==> src/rtl/rx_pkg.sv <==
package rx_pkg;

    typedef enum logic [1:0] {
        CTL_FILL  = 2'd0,
        CTL_RUN   = 2'd1,
        CTL_DRAIN = 2'd2
    } ctl_state_e;

endpackage

==> src/rtl/rx_surv_row.sv <==
module rx_surv_row #(
    parameter int LEN = 15,
    parameter int STW = 2,
    parameter int IDX = 0
) (
    input  logic           clk,
    input  logic           rst_n,
    input  logic           upd,
    input  logic           clr,
    input  logic           sel,
    input  logic [LEN-1:0] from_lo,
    input  logic [LEN-1:0] from_hi,
    output logic [LEN-1:0] hist
);

    localparam logic APPEND_BIT = 1'((IDX >> (STW - 1)) & 1);

    logic [LEN-1:0] pick;

    always_comb begin
        pick = sel ? from_hi : from_lo;
    end

    always_ff @(posedge clk) begin
        if (!rst_n || clr) begin
            hist <= '0;
        end else if (upd) begin
            hist <= {pick[LEN-2:0], APPEND_BIT};
        end
    end

    // the newest bit of a row after an update is the row's own input bit
    p_append_r3: assert property (@(posedge clk) disable iff (!rst_n)
        (upd && !clr) |=> (hist[0] == APPEND_BIT));

    // without an update or a clear the row holds
    p_row_hold_r9: assert property (@(posedge clk) disable iff (!rst_n)
        (!upd && !clr) |=> $stable(hist));

endmodule

==> src/rtl/rx_ctrl.sv <==
module rx_ctrl
    import rx_pkg::*;
#(
    parameter int LEN = 15,
    parameter int CW  = 4
) (
    input  logic           clk,
    input  logic           rst_n,
    input  logic           step_valid,
    input  logic           flush,
    input  logic [LEN-1:0] best_row,
    input  logic           best_drop,
    output logic           upd,
    output logic           clr,
    output logic           out_valid,
    output logic           out_bit
);

    ctl_state_e     st_q, st_d;
    logic [CW-1:0]  cnt_q;
    logic [CW-1:0]  rem_q;
    logic [LEN-1:0] dq;
    logic           take_flush;
    logic           drain_last;
    logic           full;

    always_comb begin
        full       = (cnt_q == CW'(LEN));
        take_flush = flush && (st_q != CTL_DRAIN);
        upd        = step_valid && !flush && (st_q != CTL_DRAIN);
        drain_last = (st_q == CTL_DRAIN) && (rem_q == CW'(1));
        clr        = drain_last || (take_flush && (cnt_q == '0));
    end

    always_comb begin
        st_d = st_q;
        unique case (st_q)
            CTL_FILL: begin
                if (take_flush) begin
                    st_d = (cnt_q == '0) ? CTL_FILL : CTL_DRAIN;
                end else if (upd && (cnt_q == CW'(LEN - 1))) begin
                    st_d = CTL_RUN;
                end
            end
            CTL_RUN: begin
                if (take_flush) begin
                    st_d = CTL_DRAIN;
                end
            end
            CTL_DRAIN: begin
                if (drain_last) begin
                    st_d = CTL_FILL;
                end
            end
            default: st_d = CTL_FILL;
        endcase
    end

    always_ff @(posedge clk) begin
        if (!rst_n) begin
            st_q <= CTL_FILL;
        end else begin
            st_q <= st_d;
        end
    end

    always_ff @(posedge clk) begin
        if (!rst_n) begin
            cnt_q     <= '0;
            rem_q     <= '0;
            dq        <= '0;
            out_valid <= 1'b0;
            out_bit   <= 1'b0;
        end else begin
            out_valid <= ((st_q == CTL_RUN) && upd) || (st_q == CTL_DRAIN);
            out_bit   <= (st_q == CTL_DRAIN) ? dq[rem_q - CW'(1)] : best_drop;
            if (clr) begin
                cnt_q <= '0;
            end else if (upd && !full) begin
                cnt_q <= cnt_q + CW'(1);
            end
            if (take_flush) begin
                rem_q <= cnt_q;
                dq    <= best_row;
            end else if (st_q == CTL_DRAIN) begin
                rem_q <= rem_q - CW'(1);
            end
        end
    end

    // the step count never passes the register length
    p_cnt_bound_r2: assert property (@(posedge clk) disable iff (!rst_n)
        cnt_q <= CW'(LEN));

    // nothing is emitted in the cycle after a FILL cycle
    p_fill_silent_r2: assert property (@(posedge clk) disable iff (!rst_n)
        (st_q == CTL_FILL) |=> !out_valid);

    // a valid output follows a stepped RUN cycle or a DRAIN cycle
    p_valid_src_r4: assert property (@(posedge clk) disable iff (!rst_n)
        out_valid |-> $past((st_q == CTL_DRAIN) ||
                            ((st_q == CTL_RUN) && step_valid && !flush)));

    // the drain counts down by one per cycle
    p_drain_count_r5: assert property (@(posedge clk) disable iff (!rst_n)
        ((st_q == CTL_DRAIN) && !drain_last) |=>
            ((st_q == CTL_DRAIN) && (rem_q == $past(rem_q) - CW'(1))));

    // the last drained bit returns to an empty FILL
    p_drain_end_r6: assert property (@(posedge clk) disable iff (!rst_n)
        drain_last |=> ((st_q == CTL_FILL) && (cnt_q == '0)));

    // steps offered during a drain do not move the count
    p_drain_hold_r7: assert property (@(posedge clk) disable iff (!rst_n)
        ((st_q == CTL_DRAIN) && !drain_last) |=> $stable(cnt_q));

    // an idle cycle leaves the count alone
    p_idle_hold_r9: assert property (@(posedge clk) disable iff (!rst_n)
        ((st_q != CTL_DRAIN) && !step_valid && !flush) |=> $stable(cnt_q));

endmodule

==> src/rtl/rx_survivor_unit.sv <==
module rx_survivor_unit #(
    parameter int SURV_LEN   = 15,
    parameter int NUM_STATES = 4
) (
    input  logic                                   clk,
    input  logic                                   rst_n,
    input  logic                                   step_valid,
    input  logic [NUM_STATES-1:0]                  decision,
    input  logic [$clog2(NUM_STATES)-1:0]          best_state,
    input  logic                                   flush,
    output logic                                   out_valid,
    output logic                                   out_bit
);

    localparam int STW  = $clog2(NUM_STATES);
    localparam int CW   = $clog2(SURV_LEN + 1);
    localparam int MASK = NUM_STATES - 1;

    logic [NUM_STATES-1:0][SURV_LEN-1:0] surv;
    logic                                upd;
    logic                                clr;
    logic [SURV_LEN-1:0]                 best_row;
    logic [STW-1:0]                      best_pred;
    logic                                best_drop;

    for (genvar g = 0; g < NUM_STATES; g++) begin : g_row
        localparam int LO = (g << 1) & MASK;
        rx_surv_row #(
            .LEN (SURV_LEN),
            .STW (STW),
            .IDX (g)
        ) u_row (
            .clk     (clk),
            .rst_n   (rst_n),
            .upd     (upd),
            .clr     (clr),
            .sel     (decision[g]),
            .from_lo (surv[LO]),
            .from_hi (surv[LO + 1]),
            .hist    (surv[g])
        );
    end

    always_comb begin
        best_row  = surv[best_state];
        best_pred = {best_state[STW-2:0], decision[best_state]};
        best_drop = surv[best_pred][SURV_LEN-1];
    end

    rx_ctrl #(
        .LEN (SURV_LEN),
        .CW  (CW)
    ) u_ctrl (
        .clk        (clk),
        .rst_n      (rst_n),
        .step_valid (step_valid),
        .flush      (flush),
        .best_row   (best_row),
        .best_drop  (best_drop),
        .upd        (upd),
        .clr        (clr),
        .out_valid  (out_valid),
        .out_bit    (out_bit)
    );

    // the cycle after reset shows no output
    p_reset_quiet_r1: assert property (@(posedge clk)
        $past(!rst_n) |-> !out_valid);

    // a flush in the same cycle as a step drops the step
    p_flush_wins_r10: assert property (@(posedge clk) disable iff (!rst_n)
        (flush && step_valid) |-> !upd);

endmodule

==> config.mk <==
export PLATFORM = sky130hd
export DESIGN_NAME = rx_survivor_unit
export DESIGN_NICKNAME = d
export VERILOG_FILES = /design/src/rtl/rx_pkg.sv /design/src/rtl/rx_surv_row.sv /design/src/rtl/rx_ctrl.sv /design/src/rtl/rx_survivor_unit.sv
export SDC_FILE = /design/constraint.sdc
export NUM_CORES = 1
export LEC_CHECK = 0
export BUFFER_PORTS_ARGS = -buffer_cell sky130_fd_sc_hd__buf_2
export CAP_MARGIN = 20
export CORE_ASPECT_RATIO = 1.5
export CORE_MARGIN = 2
export CORE_UTILIZATION = 52
export CTS_CLUSTER_SIZE = 12
export DETAILED_ROUTE_END_ITERATION = 10
export PLACE_DENSITY = 0.77
export SLEW_MARGIN = 15
export SYNTH_ARGS = -nofsm -noshare
export SYNTH_HDL_FRONTEND = slang
export SYNTH_SLANG_ARGS = --single-unit
==> constraint.sdc <==
create_clock -name clk -period 2.68 [get_ports clk]
set_input_delay 0.804 -clock clk [delete_from_list [all_inputs] [get_ports clk]]
set_output_delay 0.804 -clock clk [all_outputs]
set_load 0.05 [all_outputs]
==> results_dict.tcl <==
set metrics [dict create \
    status "finished, final reports clean" \
    irDropWorstVdd_mv 0.3754 \
    start_kind "primary input" \
    hold_end "u_ctrl.dq[9]" \
    die_h_um 112.9 \
    maxCapViolCount 0 \
    register_area_um2 1642 \
    routed_wl_um 8688 \
    post-place-ws_ns 0.4705 \
    die_area_um2 8649 \
    finalSetupTns_ns 0 \
    rsz0062_at_grt "false" \
    hold_path_class "reg -> reg" \
    vias_per_cell 5.928 \
    hold_slack_ns 0.4554 \
    critPathCaptureType "register" \
    routabilityCongestion 0.7900 \
    cts_tree "yes" \
    grt_use_total_pct 21.80 \
    ctsLongestPathBuffers 2 \
    n_antenna_cell 0 \
    final_common_cell "dfxtp_1" \
    worst_slack_ns 0.7963 \
    io_pins 12 \
    worst_slew_pin_slew_ns 0.5298 \
    worstPathArrival_ns 2.12 \
    ff2ff_path_depth 6 \
    drv_slew 0 \
    hpwl_um 5772 \
    grt_overflow 0 \
    cts_setup_buffers 0 \
    synth_area_per_cell_um2 9.629 \
    areaGrowthSynthToFinish_pct 8.764 \
    synthFlopType "dfxtp_1" \
    worstSkewPairLatency_ns 0.34 \
    r2r_end "u_ctrl.out_bit" \
    firstDrtPassIters 6 \
    ant_nets 0 \
    fin_nets 436 \
    worst_clock_skew_ns 0.007880 \
    dpl_cell_area_um2 4205 \
    r2r_start "u_ctrl.rem_q[1]" \
    placementRows 39 \
    ys_seq_area_share_pct 39.93 \
    synth_cell_types 44 \
    most-common-layout-cells "dfxtp_1, nor2_1, mux2i_1" \
    period_needed_ns 1.884 \
    core_um2 7661 \
    cts_root_buf "clkbuf_16" \
    ys_warn_count 0 \
    grt_max_degree 106 \
    h-tree-depth 3 \
    drtIter0Drc 172 \
    drive_above_1_share_pct 13.15 \
    vias 3130 \
    leakagePower_uw 0.001623 \
    cts.sinks 82 \
    rrSetupSlack_ns 0.80 \
    crit_type "in -> reg" \
    synth-edff-count 0 \
    numPortBuffers 11 \
    utilization_pct 58.37 \
    design_area_um2 4472 \
    multiInputGateArea_um2 2266 \
    max_freq_ghz 0.5309 \
    p_per_area_nw_per_um2 608.3 \
    hold_depth 2 \
    critical_path.max_fanout 105 \
    antenna_found_initial 0 \
    syn_inst 427 \
    cts_made_buffers 9 \
    min_from "u_ctrl.dq[9]" \
    drc_errors 0 \
    syn_area_um2 4111 \
    cts_resized 0 \
    synth_nets 442 \
    critPathRequiredTime_ns 2.92 \
    die_x_um 76.60 \
    post-route-period-util_pct 70.29 \
    hold_violations 0 \
    wire_per_inst_um 16.45 \
    clkTransAtPathRegs_ns 0.06 \
    initial_core_util_pct 53.67 \
    maxSlewHeadroom_pct 64.68 \
    grt_first_pass_wirelength_um 14980 \
    ys_ff_latch 82 \
    grt_pass1_vias 3162 \
    nFillCells 662 \
    hold_buffers 0 \
    setup_viol 0 \
    async_reset_ff_share_pct 0 \
]
-- cells by family (layout without fill, tap and decap cells) --
group | count (synthesis) | after routing | share of synthesized area (%)
mux | 71 | 71 | 22.49
flops | 82 | 82 | 39.93
simple gates | 130 | 130 | 13.57
compound gates | 95 | 95 | 16.80
buf+inv | 42 | 41 | 5.265
xor+xnor | 2 | 2 | 0.4261
fa+ha+maj | 5 | 5 | 1.522
-- layout make-up --
cell class              count  share of cell area (%)
well taps                 102                   2.854
clock buffers              14                   5.680
repair buffers             21                   3.470
multi-input cells         303                   50.67
flip-flops and latches     82                   36.71
clock inverters             2                  0.2798
inverters                   4                  0.3358
-- critical path, cell delays in order --
cell and delay, ns:
buf_2 0.15, nor2b_1 0.23, and2_2 0.22, buf_12 0.32, nor2_1 0.08, a211oi_1 0.25
-- cells in the mapped netlist, types with 2 or more instances --
master / n / area (um^2)
o21ai_0: 4 / 20.02
dfxtp_1: 82 / 1642
a211oi_1: 49 / 367.9
nor2b_1: 4 / 25.02
buf_4: 3 / 22.52
buf_2: 20 / 100.1
ha_1: 5 / 62.56
mux2_2: 2 / 22.52
mux4_1: 3 / 78.83
mux2i_1: 53 / 530.5
buf_6: 3 / 33.78
inv_1: 4 / 15.01
nor2_1: 58 / 217.7
a21oi_1: 12 / 60.06
mux4_2: 13 / 292.8
nand3_1: 11 / 55.05
a21boi_0: 13 / 97.59
and2_1: 2 / 12.51
nand2_1: 45 / 168.9
clkbuf_1: 12 / 45.04
a21boi_1: 6 / 45.04
-- power breakdown --
group	internal [uW]	switching, uW	total [uW]
logic	126	178	304
registers	1260	38.2	1300
clock network	652	465	1120
-- metal layers --
layer | GRT usage [%] | vias to the layer above | share of wire (%)
li1 | - | 1549 | -
met1 | 25.45 | 1502 | 44
met2 | 37.11 | 51 | 50
met3 | 4.625 | 28 | 2.8
met4 | 12.36 | 0 | 3.8
met5 | 0 | - | 0
-- how the worst max path moves through the flow --
stage	slack, ns	start	end	cells after the start
2_1_floorplan	0.74	best_state[1]	u_ctrl.out_bit	6
3_3_place_gp	0.53	flush	u_ctrl.cnt_q[2]	6
3_5_place_dp	0.47	flush	u_ctrl.cnt_q[2]	6
4_1_cts	0.80	u_ctrl.rem_q[1]	u_ctrl.out_bit	6
5_1_grt	0.67	flush	u_ctrl.cnt_q[2]	6
6_report	0.80	flush	g_row[1].u_row.hist[14]	6
-- registers in the layout, indices dropped and copies added (netlist names) --
| register | cells |
|---|---|
| u_ctrl.st_q | 2 |
| g_row.u_row.hist | 55 |
| u_ctrl.out_bit | 1 |
| u_ctrl.cnt_q | 4 |
| u_ctrl.rem_q | 4 |
| u_ctrl.dq | 15 |
| u_ctrl.out_valid | 1 |
-- through the flow --
stage          total power [uW]  std cells
6_report                   2720        528
5_1_grt                    2831        528
4_1_cts                    2742        528
3_5_place_dp               1629        512
3_3_place_gp               1618        512
2_1_floorplan              1560        427
No activity file was read; power rests on OpenSTA's default activity.
